$ cat config.mk
export PLATFORM = sky130hd
export DESIGN_NAME = tlp_trace_filter
export DESIGN_NICKNAME = d
export VERILOG_FILES = /design/src/rtl/tlp_trace_pkg.sv /design/src/rtl/trc_cfg_check.sv /design/src/rtl/trc_hdr_match.sv /design/src/rtl/tlp_trace_filter.sv
export SDC_FILE = /design/constraint.sdc
export NUM_CORES = 1
export LEC_CHECK = 0
export BUFFER_PORTS_ARGS = -buffer_cell sky130_fd_sc_hd__buf_2
export CAP_MARGIN = 20
export CORE_MARGIN = 2
export CORE_UTILIZATION = 48
export CTS_BUF_LIST = sky130_fd_sc_hd__clkbuf_8
export DETAILED_ROUTE_END_ITERATION = 7
export GPL_ROUTABILITY_DRIVEN = 1
export GPL_TIMING_DRIVEN = 0
export PLACE_DENSITY = 0.84
export SKIP_CTS_REPAIR_TIMING = 1
export SYNTH_ARGS = -nofsm -noshare
export SYNTH_HDL_FRONTEND = slang
export SYNTH_SLANG_ARGS = --single-unit
export TNS_END_PERCENT = 50
$ cat constraint.sdc
create_clock -name clk -period 2.3 [get_ports clk]
set_clock_uncertainty 0.2 [all_clocks]
set_input_delay 0.23 -clock clk [delete_from_list [all_inputs] [get_ports clk]]
set_output_delay 0.23 -clock clk [all_outputs]
set_load 0.05 [all_outputs]
$ cat src/rtl/tlp_trace_pkg.sv
package tlp_trace_pkg;

    localparam int SEL_W   = 20;
    localparam int FVAL_W  = 16;
    localparam int MASK_W  = 8;
    localparam int DIR_W   = 4;
    localparam int RP_BIT  = 19;

    typedef enum logic [1:0] {
        ST_IDLE = 2'd0,
        ST_RUN  = 2'd1,
        ST_ERR  = 2'd2
    } trc_state_e;

    typedef enum logic [1:0] {
        CLS_POSTED  = 2'd0,
        CLS_NONPOST = 2'd1,
        CLS_CPL     = 2'd2,
        CLS_OTHER   = 2'd3
    } tlp_class_e;

    // Fields of the setup that the matcher needs once a run is under way.
    typedef struct packed {
        logic              rp_mode;
        logic [FVAL_W-1:0] fval;
        logic [2:0]        cls_mask;
        logic [1:0]        dir;
        logic              fmt_8dw;
    } trc_cfg_t;

endpackage

$ cat src/rtl/trc_cfg_check.sv
module trc_cfg_check
    import tlp_trace_pkg::*;
(
    input  logic [SEL_W-1:0]  src_sel,
    input  logic [MASK_W-1:0] class_mask,
    input  logic [DIR_W-1:0]  dir_code,
    input  logic              fmt_8dw,
    output logic              legal
);

    logic dir_ok;
    logic has_out;
    logic one_cls;
    logic mask_ok;

    always_comb begin
        if (fmt_8dw) begin
            dir_ok  = (dir_code == 4'd1) || (dir_code == 4'd2) || (dir_code == 4'd3);
            has_out = (dir_code == 4'd1);
        end else begin
            dir_ok  = (dir_code[3:2] == 2'b00);
            has_out = (dir_code != 4'd0);
        end
        one_cls = (class_mask[2:0] == 3'b001) || (class_mask[2:0] == 3'b010)
               || (class_mask[2:0] == 3'b100);
        mask_ok = (class_mask[2:0] != 3'b000) && (class_mask[MASK_W-1:3] == '0);
        legal   = dir_ok && mask_ok && (src_sel[18:16] == 3'b000)
               && (!has_out || one_cls);
    end

endmodule

$ cat src/rtl/trc_hdr_match.sv
module trc_hdr_match
    import tlp_trace_pkg::*;
#(
    parameter int NUM_PORTS = 16,
    localparam int PORT_W   = (NUM_PORTS > 1) ? $clog2(NUM_PORTS) : 1
) (
    input  trc_cfg_t          cfg,
    input  logic              outbound,
    input  logic [1:0]        cls,
    input  logic              cpl_b,
    input  logic [PORT_W-1:0] port,
    input  logic [15:0]       rid,
    output logic              hit
);

    logic [NUM_PORTS-1:0] port_hit;
    logic src_ok;
    logic cls_ok;
    logic dir_ok;
    logic is_cpl;

    generate
        for (genvar p = 0; p < NUM_PORTS; p++) begin : g_port
            assign port_hit[p] = cfg.fval[p] && (port == PORT_W'(p));
        end
    endgenerate

    assign is_cpl = (cls == CLS_CPL);

    always_comb begin
        src_ok = cfg.rp_mode ? (|port_hit) : (rid == cfg.fval);
        unique case (cls)
            CLS_POSTED:  cls_ok = cfg.cls_mask[0];
            CLS_NONPOST: cls_ok = cfg.cls_mask[1];
            CLS_CPL:     cls_ok = cfg.cls_mask[2];
            default:     cls_ok = 1'b0;
        endcase
        if (!cfg.fmt_8dw) begin
            unique case (cfg.dir)
                2'd0:    dir_ok = !outbound;
                2'd1:    dir_ok = outbound;
                default: dir_ok = 1'b1;
            endcase
        end else begin
            unique case (cfg.dir)
                2'd1:    dir_ok = outbound;
                2'd2:    dir_ok = !outbound && (!is_cpl || cpl_b);
                2'd3:    dir_ok = !outbound && is_cpl && !cpl_b;
                default: dir_ok = 1'b0;
            endcase
        end
        hit = src_ok && cls_ok && dir_ok;
    end

endmodule

$ cat src/rtl/tlp_trace_filter.sv
module tlp_trace_filter
    import tlp_trace_pkg::*;
#(
    parameter int NUM_PORTS = 16,
    localparam int PORT_W   = (NUM_PORTS > 1) ? $clog2(NUM_PORTS) : 1
) (
    input  logic              clk,
    input  logic              rst_n,
    input  logic [19:0]       cfg_src_sel,
    input  logic [7:0]        cfg_class_mask,
    input  logic [3:0]        cfg_dir_code,
    input  logic              cfg_fmt_8dw,
    input  logic              trace_start,
    input  logic              trace_stop,
    input  logic              hdr_valid,
    input  logic              hdr_outbound,
    input  logic [1:0]        hdr_class,
    input  logic              hdr_cpl_b,
    input  logic [PORT_W-1:0] hdr_port,
    input  logic [15:0]       hdr_rid,
    output logic              capture,
    output logic              trace_active,
    output logic              config_error
);

    trc_state_e state_q, state_d;
    trc_cfg_t   cfg_q;
    logic       cfg_legal;
    logic       hdr_hit;

    trc_cfg_check u_check (
        .src_sel    (cfg_src_sel),
        .class_mask (cfg_class_mask),
        .dir_code   (cfg_dir_code),
        .fmt_8dw    (cfg_fmt_8dw),
        .legal      (cfg_legal)
    );

    trc_hdr_match #(.NUM_PORTS(NUM_PORTS)) u_match (
        .cfg      (cfg_q),
        .outbound (hdr_outbound),
        .cls      (hdr_class),
        .cpl_b    (hdr_cpl_b),
        .port     (hdr_port),
        .rid      (hdr_rid),
        .hit      (hdr_hit)
    );

    // Next-state logic: launch, reject, halt, recover, clear.
    always_comb begin
        state_d = state_q;
        unique case (state_q)
            ST_IDLE: if (trace_start) state_d = cfg_legal ? ST_RUN : ST_ERR;
            ST_RUN:  if (trace_stop)  state_d = ST_IDLE;
            ST_ERR: begin
                if (trace_start)     state_d = cfg_legal ? ST_RUN : ST_ERR;
                else if (trace_stop) state_d = ST_IDLE;
            end
            default: state_d = ST_IDLE;
        endcase
    end

    // State register, with the setup latched on entry to the run state.
    always_ff @(posedge clk or negedge rst_n) begin
        if (!rst_n) begin
            state_q <= ST_IDLE;
            cfg_q   <= '0;
        end else begin
            state_q <= state_d;
            if (state_q != ST_RUN && state_d == ST_RUN) begin
                cfg_q.rp_mode  <= cfg_src_sel[RP_BIT];
                cfg_q.fval     <= cfg_src_sel[FVAL_W-1:0];
                cfg_q.cls_mask <= cfg_class_mask[2:0];
                cfg_q.dir      <= cfg_dir_code[1:0];
                cfg_q.fmt_8dw  <= cfg_fmt_8dw;
            end
        end
    end

    // Outputs.
    always_ff @(posedge clk or negedge rst_n) begin
        if (!rst_n) capture <= 1'b0;
        else        capture <= (state_q == ST_RUN) && hdr_valid && hdr_hit;
    end

    assign trace_active = (state_q == ST_RUN);
    assign config_error = (state_q == ST_ERR);

endmodule

# Word level (Yosys, flattened, before mapping)
# Cells that the tools add are included.
# W data, S select, Z words.
totals:
  elab_cells: 98
  reg_bits: 26
  output_inout_bits: 3
  input_bits: 62
op_classes:
  mux: 12
  n_eq_ne: 31
  n_reduce_logical: 48
ops:
  columns: ["operator", "n"]
  rows:
  - ["$eq A4 B4 Y1 const B", 8]
  - ["$logic_and A1 B1 Y1", 28]
  - ["$eq A16 B16 Y1", 1]
  - ["$eq A4 B2 Y1 const B", 4]
  - ["$eq A4 B3 Y1 const B", 4]
  - ["$reduce_or A16 Y1", 1]
  - ["$eq A2 B1 Y1 const B", 4]
  - ["$eq A2 B2 Y1 const B", 4]
  - ["$eq A4 B1 Y1 const B", 2]
  - ["$logic_not A2 Y1", 4]
  - ["$mux W2", 4]
  - ["$logic_or A1 B1 Y1", 6]
  - ["$pmux W1 S3", 2]
  - ["$pmux W2 S3", 1]
  - ["$logic_not A5 Y1", 1]
  - ["$logic_not A1 Y1", 4]
  - ["$logic_not A4 Y1", 1]
  - ["$mux W1", 4]
  - ["$reduce_bool A4 Y1", 1]
  - ["$eq A3 B1 Y1 const B", 1]
  - ["$eq A3 B2 Y1 const B", 1]
  - ["$eq A3 B3 Y1 const B", 1]
  - ["$logic_not A3 Y1", 1]
  - ["$reduce_bool A3 Y1", 1]
  - ["other kinds (2)", 2]

# Logic depth before layout (Yosys ltp)
# Gate-level depths: netlist of run 1.
depth:
  word_depth: 12
  mapped_depth: 6
  mapped_depth_nobuf: 5

# By module
# A second synthesis of run 1 with hierarchy kept.
unflattened:
  cells_unflattened: 109
  hier_area_um2: 1532.7
by_module_without_submodules:
  columns: ["module", "n_inst", "cells_per_inst", "area_per_inst_um2", "seq_area_each_um2"]
  rows:
  - ["tlp_trace_filter", 1, 60, 1073.5, 650.6]
  - ["trc_hdr_match", 1, 40, 382.9, 0.0]
  - ["trc_cfg_check", 1, 9, 76.3, 0.0]

# Least setup slack after synthesis of run 1
# Ideal clock, no wire load.
synth_timing:
  kind: "flip-flop to flip-flop"
  start: "reg state_q[0]"
  end: "reg capture"
  synth_period_minus_slack_ps: 2182
  stages_incl_launch_ff: 4
  n_path_buf: 0
  arrival_ps: 1871
  setup_time_ps: 111
  setup_slack_ps: 118
  required_time_ps: 1989
  cell_sequence: "dfrtp_1 > nor2b_1 > o311ai_0 > a2111oi_2"
synth_between:
  elab_chain_cells: 3
synth_rtl:
  columns: ["item", "line", "text"]
  rows:
  - ["start: declaration", "tlp_trace_filter.sv:26", "trc_state_e state_q, state_d;"]
  - ["start signal: assignment", "tlp_trace_filter.sv:69", "state_q <= state_d;"]
  - ["$eq A2 B1 Y1", null, null]
  - ["via trace_active", "tlp_trace_filter.sv:22", "output logic trace_active,"]
  - ["$logic_and A1 B1 Y1 (2 in a row)", "tlp_trace_filter.sv:83", "else capture <= (state_q == ST_RUN) && hdr_valid && hdr_hit;"]
  - ["end signal: assignment", "tlp_trace_filter.sv:83", null]
  - ["end: declaration", "tlp_trace_filter.sv:21", "output logic capture,"]
# The timed path passes the listed nets, and every way through them passes these cells.
# A chain may end at the register's enable or synchronous reset.

# Worst setup path after layout of run 1
layout_timing:
  start: "reg cfg_q[11] (netlist bit)"
  end: "reg capture"
layout_between:
  elab_chain_cells: 6
  word_cells_on_any_way: 7
  cone_classes: "eq/ne: 1; mux: 1; reduce/logical: 5"
layout_rtl:
  columns: ["item", "line", "text"]
  rows:
  - ["start: declaration", "tlp_trace_filter.sv:27", "trc_cfg_t cfg_q;"]
  - ["$logic_and A1 B1 Y1", "trc_hdr_match.sv:24", "assign port_hit[p] = cfg.fval[p] && (port == PORT_W'(p));"]
  - ["$reduce_or A16 Y1", "trc_hdr_match.sv:31", "src_ok = cfg.rp_mode ? (|port_hit) : (rid == cfg.fval);"]
  - ["$mux W1 *", "trc_hdr_match.sv:31", null]
  - ["$logic_and A1 B1 Y1 * (2 in a row)", "trc_hdr_match.sv:52", "hit = src_ok && cls_ok && dir_ok;"]
  - ["$logic_and A1 B1 Y1 *", "tlp_trace_filter.sv:83", null]
# Mark *: on every way between the ends. The rest lies on a longest branch, timed or not.

==> results.yml, run 1 <==
clock_network:
  numCtsBuffers: 3
  cts.path.max_buffers: 2
  insertion_delay_ps: 270
  path_clk_slew_ps: 90
  cts_tree: "yes"
  h-tree-depth: 1
  cts-root-buf: "clkbuf_8"
  cts_sinks: 26
timing:
  tightest_slew_ps: 582
  fin_tns_setup_ps: 0
  setup_violations: 0
  clock.fmax_mhz: 478
  hold_violations: 3
  period_share_pct: 91.0
  rsz0062_at_grt: "no"
  holdWs_ps: -7.39
  slew_headroom_pct: 61.2
  slew_violations: 0
  finalCriticalPeriod_ps: 2090
detailed_routing:
  via_per_inst: 5.53
  first_pass_iters: 8
  drc: 5
  antenna_left: 0
  wl_per_cell_microns: 15.2
  drt_iter0_drc: 57
  dr_total_vias: 1211
  drt_wl_total_mm: 3.32
cells_and_area:
  mostFrequentLayoutCells: "64 x buf_2, 26 x dfrtp_1, 21 x mux2_2"
  antenna_cells: 0
  drive_gt1_share_pct: 52.7
  area_growth_syn_to_layout_pct: 33.8
  layout.nets: 251
  fin_util_pct: 68.3
  final_common_cell: "buf_2"
global_routing:
  grt_max_degree: 27
  antenna_found_initial: 0
  track_usage_pct: 19.6
  overflow: 0
  first_global_vias: 1168
  grt_pass1_wl_mm: 5.15
synth:
  synth_seq_area_share_pct: 45.4
  synth_area_sq_mm: 0.00143
  synthDistinctLibCells: 31
  synthCells: 113
  synth_top_family_by_area: "multiplexers"
  synth.mux.area_fraction_pct: 25.1
  synthAdderAreaFrac_pct: 0
  synthSimpleGateAreaFrac_pct: 9.87
  syn_area_per_cell_sq_um: 12.7
  yosysWarnings: 0
  synth_compound_area_share_pct: 6.99
  synth_seq_cells: 26
  synthXorXnorAreaFrac_pct: 9.78
  syn_nets: 175
floorplan:
  ioPinCount: 65
  die_area_sq_mm: 0.00344
  rows: 19
  initial_core_util_pct: 51.1
  die_w_microns: 58.6
  die_y_microns: 58.6
  fp.coreArea_sq_mm: 0.00281
worst_setup_path:
  rrSetupSlack_ps: 210
  endpoint_kind: "flop"
  cp_max_fo: 3
  crit_start: "cfg_q[11]"
  r2r-start: "cfg_q[11]"
  r2r_end: "capture"
  critPathLaunchType: "flop"
  required_ps: 2260
  rr_worst_depth: 5
  critPathKind: "flop to flop"
  crit_arrival_ps: 2050
run_status:
  violations: "DRC, hold timing"
  outcome: "finished, violations left"
pwr:
  p_total_mw: 0.882
  ir_drop_mv: 0.252
  powerDensity_mw_per_mm2: 460
  p_leak_nw: 1.00
hold_path:
  worstHoldStart: "cfg_src_sel[2]"
  whs_endpoint: "cfg_q[8]"
  hold_path_depth: 2
  hold_path.class: "primary input to flop"
flow_run:
  max_cap_violations: 0
placed_design:
  portBuffers: 64
  hpwl_mm: 2.65
  gp_congestion: 0.820
==> synthesized netlist by cell type <==
cell	n	share of area [%]
a221o_1	1	0.70
xor2_1	8	4.9
nand2_1	4	1.0
nor2_1	2	0.52
o211ai_1	1	0.52
or4_1	2	1.0
nor3_1	2	0.70
a21oi_1	4	1.4
a2111oi_2	1	1.0
nand3b_1	1	0.52
buf_6	2	1.6
dfrtp_1	26	45
nor2_4	1	0.79
nor4b_1	1	0.61
nand3_1	2	0.70
a21o_1	1	0.52
inv_1	5	1.3
a2bb2oi_1	1	0.61
nor2b_1	2	0.87
mux2i_1	1	0.70
nand4_1	2	0.87
mux4_2	4	6.3
nor4_1	3	1.3
o221a_2	1	0.79
mux2_1	2	1.6
nand4_2	1	0.87
a31oi_1	1	0.44
xnor2_1	8	4.9
o21ai_0	1	0.35
o311ai_0	1	0.61
mux2_2	21	17
==> sequential cells by signal, summed over array words and instances, names as in the netlist <==
signal / count
cfg_q: 23
state_q: 2
capture: 1
==> worst max path at each step <==
stage               cells after the start        to  slack, ps
finish                                  5   capture        210
CTS                                     5   capture        180
global route                            5   capture         80
floorplan                               3   capture        120
global placement                        7  cfg_q[8]         60
detailed placement                      7  cfg_q[3]         30
==> layout make-up <==
type | count | area (sq um)
tap | 31 | 38.8
sequential | 26 | 651
buffer | 2 | 22.5
fill | 213 | 888
multi-input combinational | 80 | 741
inverter | 5 | 18.8
timing repair buffer | 71 | 390
clock buffer | 4 | 55.1
==> report_power, final <==
| group | switching, mW | internal (mW) | total [mW] |
|---|---|---|---|
| Combinational | 0.0545 | 0.0691 | 0.124 |
| Sequential | 0.00441 | 0.462 | 0.466 |
| Clock | 0.140 | 0.153 | 0.292 |
==> cells by family after synthesis <==
logic type,after synthesis
AOI/OAI and AO/OA,13
xor gates and xnor gates,16
buffers and inverters,7
DFF,26
muxes,28
and+or+nand+nor,23
==> metal layers <==
metal	global-route usage, %	share of wire [%]
met5	0	0
met4	0.974	0
met1	24.7	41
met2	36.9	50
met3	3.74	8.8
==> metrics by stage <==
stage               hold slack [ps]  worst slack (ps)  instances  cell area (sq um)
floorplan                      -266               118        113               1430
global placement               48.7              58.3        208               1790
detailed placement             63.3              34.8        208               1790
CTS                            -225               180        212               1850
global route                   1.28              77.1        219               1920
finish                        -7.39               207        219               1920
==> worst max-delay path, cell delays in order (launching register included) <==
cell and delay [ps]:
dfrtp_1 430, xor2_1 180, nor4_1 280, nand2_1 100, or4_1 440, a2111oi_2 370
(Power assumes the default switching activity.)
==> run 2, diff against run 1 <==
--- a/config.mk
+++ b/config.mk
@@ -13,7 +13,7 @@
 export DETAILED_ROUTE_END_ITERATION = 7
 export GPL_ROUTABILITY_DRIVEN = 1
 export GPL_TIMING_DRIVEN = 0
-export PLACE_DENSITY = 0.84
+export PLACE_DENSITY = 0.79
 export SKIP_CTS_REPAIR_TIMING = 1
 export SYNTH_ARGS = -nofsm -noshare
 export SYNTH_HDL_FRONTEND = slang
==> run 2 against run 1 <==
Net effect:
- the flow finishes with violations (DRC)
- worst setup slack worse by 63 ps
- cell count up 3.7%
- total power up 0.99%
- critical path depth unchanged
- routed wire length up 0.33%
- first-iteration DRC count down 28%
- non-clock buffer count up 8
- via count up 0.91%
- fmax down 2.9%
- hold slack better by 11 ps
- largest cell class unchanged
==> results.yml, run 2 (same netlist as run 1, synthesis figures left out) <==
run_status:
  outcome: "finished, violations left"
  violations: "DRC"
timing:
  finalCriticalPeriod_ps: 2160
  hold_violations: 0
  clock.fmax_mhz: 464
  period_share_pct: 93.7
  setup_violations: 0
  slew_violations: 0
  fin_tns_setup_ps: 0
  slew_headroom_pct: 61.6
  rsz0062_at_grt: "no"
  tightest_slew_ps: 576
worst_setup_path:
  rr_worst_depth: 5
  crit_arrival_ps: 2110
  crit_slowest_cell: "or4_1"
  endpoint_kind: "flop"
  cp_max_fo: 3
  worstPathCellList: "xor2_1 > nor4_1 > nand2_1 > or4_1 > a2111oi_2"
  critPathLaunchType: "flop"
  critPathKind: "flop to flop"
  critPathBufInv: 0
  rrSetupSlack_ps: 140
  r2r_end: "capture"
  required_ps: 2260
  slowest_delay_ps: 440
  r2r-start: "cfg_q[11]"
  crit_family: "simple AND/OR/NAND/NOR gates"
pwr:
  p_int_mw: 0.692
  p_leak_nw: 1.04
  pwr-share-clk_pct: 32.6
  seq_power_share_pct: 52.3
  p_sw_mw: 0.199
  combPwrFrac_pct: 15.1
  powerDensity_mw_per_mm2: 446
  p_total_mw: 0.891
  ir_drop_mv: 0.236
  switching_share_pct: 22.3
cells_and_area:
  reg_top3: "cfg_q (23), state_q (2), capture (1)"
  fin_util_pct: 71.2
  regMostFlops: "cfg_q"
  drive_gt1_share_pct: 50.5
  fin_cells: 227
  antenna_cells: 0
  final_common_cell: "buf_2"
  mostFrequentLayoutCells: "64 x buf_2, 26 x dfrtp_1, 21 x mux2_2"
  layout.nets: 259
  largest_register_ff_count: 23
  area_growth_syn_to_layout_pct: 39.4
detailed_routing:
  first_pass_iters: 6
  via_per_inst: 5.38
  drt_wl_total_mm: 3.33
  drt_iter0_drc: 41
  antenna_left: 0
  wl_per_cell_microns: 14.7
  dr_total_vias: 1222
  drc: 6
placed_design:
  placed_cells: 208
  gp_congestion: 0.841
  hpwl_mm: 2.65
  portBuffers: 64
global_routing:
  grt_max_degree: 27
  first_global_vias: 1198
  antenna_found_initial: 0
  track_usage_pct: 20.2
  overflow: 0
  grt_pass1_wl_mm: 5.20
floorplan:
  die_area_sq_mm: 0.00344
  die_w_microns: 58.6
  ioPinCount: 65
  initial_core_util_pct: 51.1
  rows: 19
  fp.coreArea_sq_mm: 0.00281
  die_y_microns: 58.6
clock_network:
  cts-root-buf: "clkbuf_8"
  insertion_delay_ps: 260
  cts.path.max_buffers: 2
  cts_sinks: 26
  h-tree-depth: 1
  path_clk_slew_ps: 90
  numCtsBuffers: 3
  cts_tree: "yes"
hold_path:
  hold_path_depth: 2
  worstHoldStart: "cfg_src_sel[13]"
  hold_path.class: "primary input to flop"
  whs_endpoint: "cfg_q[19]"
flow_run:
  max_cap_violations: 0
[run 2: per-stage QoR]
stage	hold WS (ps)	setup slack [ps]	cell area, sq um
after floorplan	-266	118	1430
after global placement	44.4	52.2	1790
after detailed placement	61.0	20.5	1790
after CTS	-233	146	1850
after global routing	3.38	54.2	2000
final	3.54	144	2000
[run 2: layout make-up]
| type | instances | area [sq um] |
|---|---|---|
| tap | 31 | 38.8 |
| buffer | 2 | 22.5 |
| sequential | 26 | 651 |
| clock buffer | 4 | 55.1 |
| fill | 222 | 808 |
| multi-input combinational | 80 | 741 |
| timing repair buffer | 79 | 470 |
| inverter | 5 | 18.8 |
[run 2: how the worst max path moves through the flow]
stage,start,end,slack (ps),cells after the start
final,cfg_q[11],capture,140,5
after global routing,cfg_q[19],capture,50,5
after CTS,cfg_q[19],capture,150,5
after detailed placement,cfg_class_mask[4],cfg_q[4],20,7
after global placement,cfg_class_mask[4],cfg_q[19],50,7
after floorplan,state_q[0],capture,120,3
[run 2: power groups by stage]
| stage | Sequential (mW) | Combinational (mW) | Clock [mW] |
|---|---|---|---|
| finish | 0.466 | 0.135 | 0.290 |
| detailed placement | 0.475 | 0.116 | 0 |
| floorplan | 0.474 | 0.0393 | 0 |
| global route | 0.467 | 0.147 | 0.319 |
| global placement | 0.475 | 0.110 | 0 |
| CTS | 0.466 | 0.116 | 0.298 |
[run 2: worst register-to-register path, cell delays in order, from the launching register on]
cell	delay (ps)
dfrtp_1	430
xor2_1	180
nor4_1	320
nand2_1	100
or4_1	440
a2111oi_2	380
[run 2: layer usage]
metal / GRT usage (%) / vias up / part of all wire (%)
li1: - / 584 / -
met1: 26.1 / 582 / 42
met2: 35.2 / 54 / 50
met3: 3.74 / 2 / 7.3
met4: 4.87 / 0 / 0.39
met5: 0 / - / 0
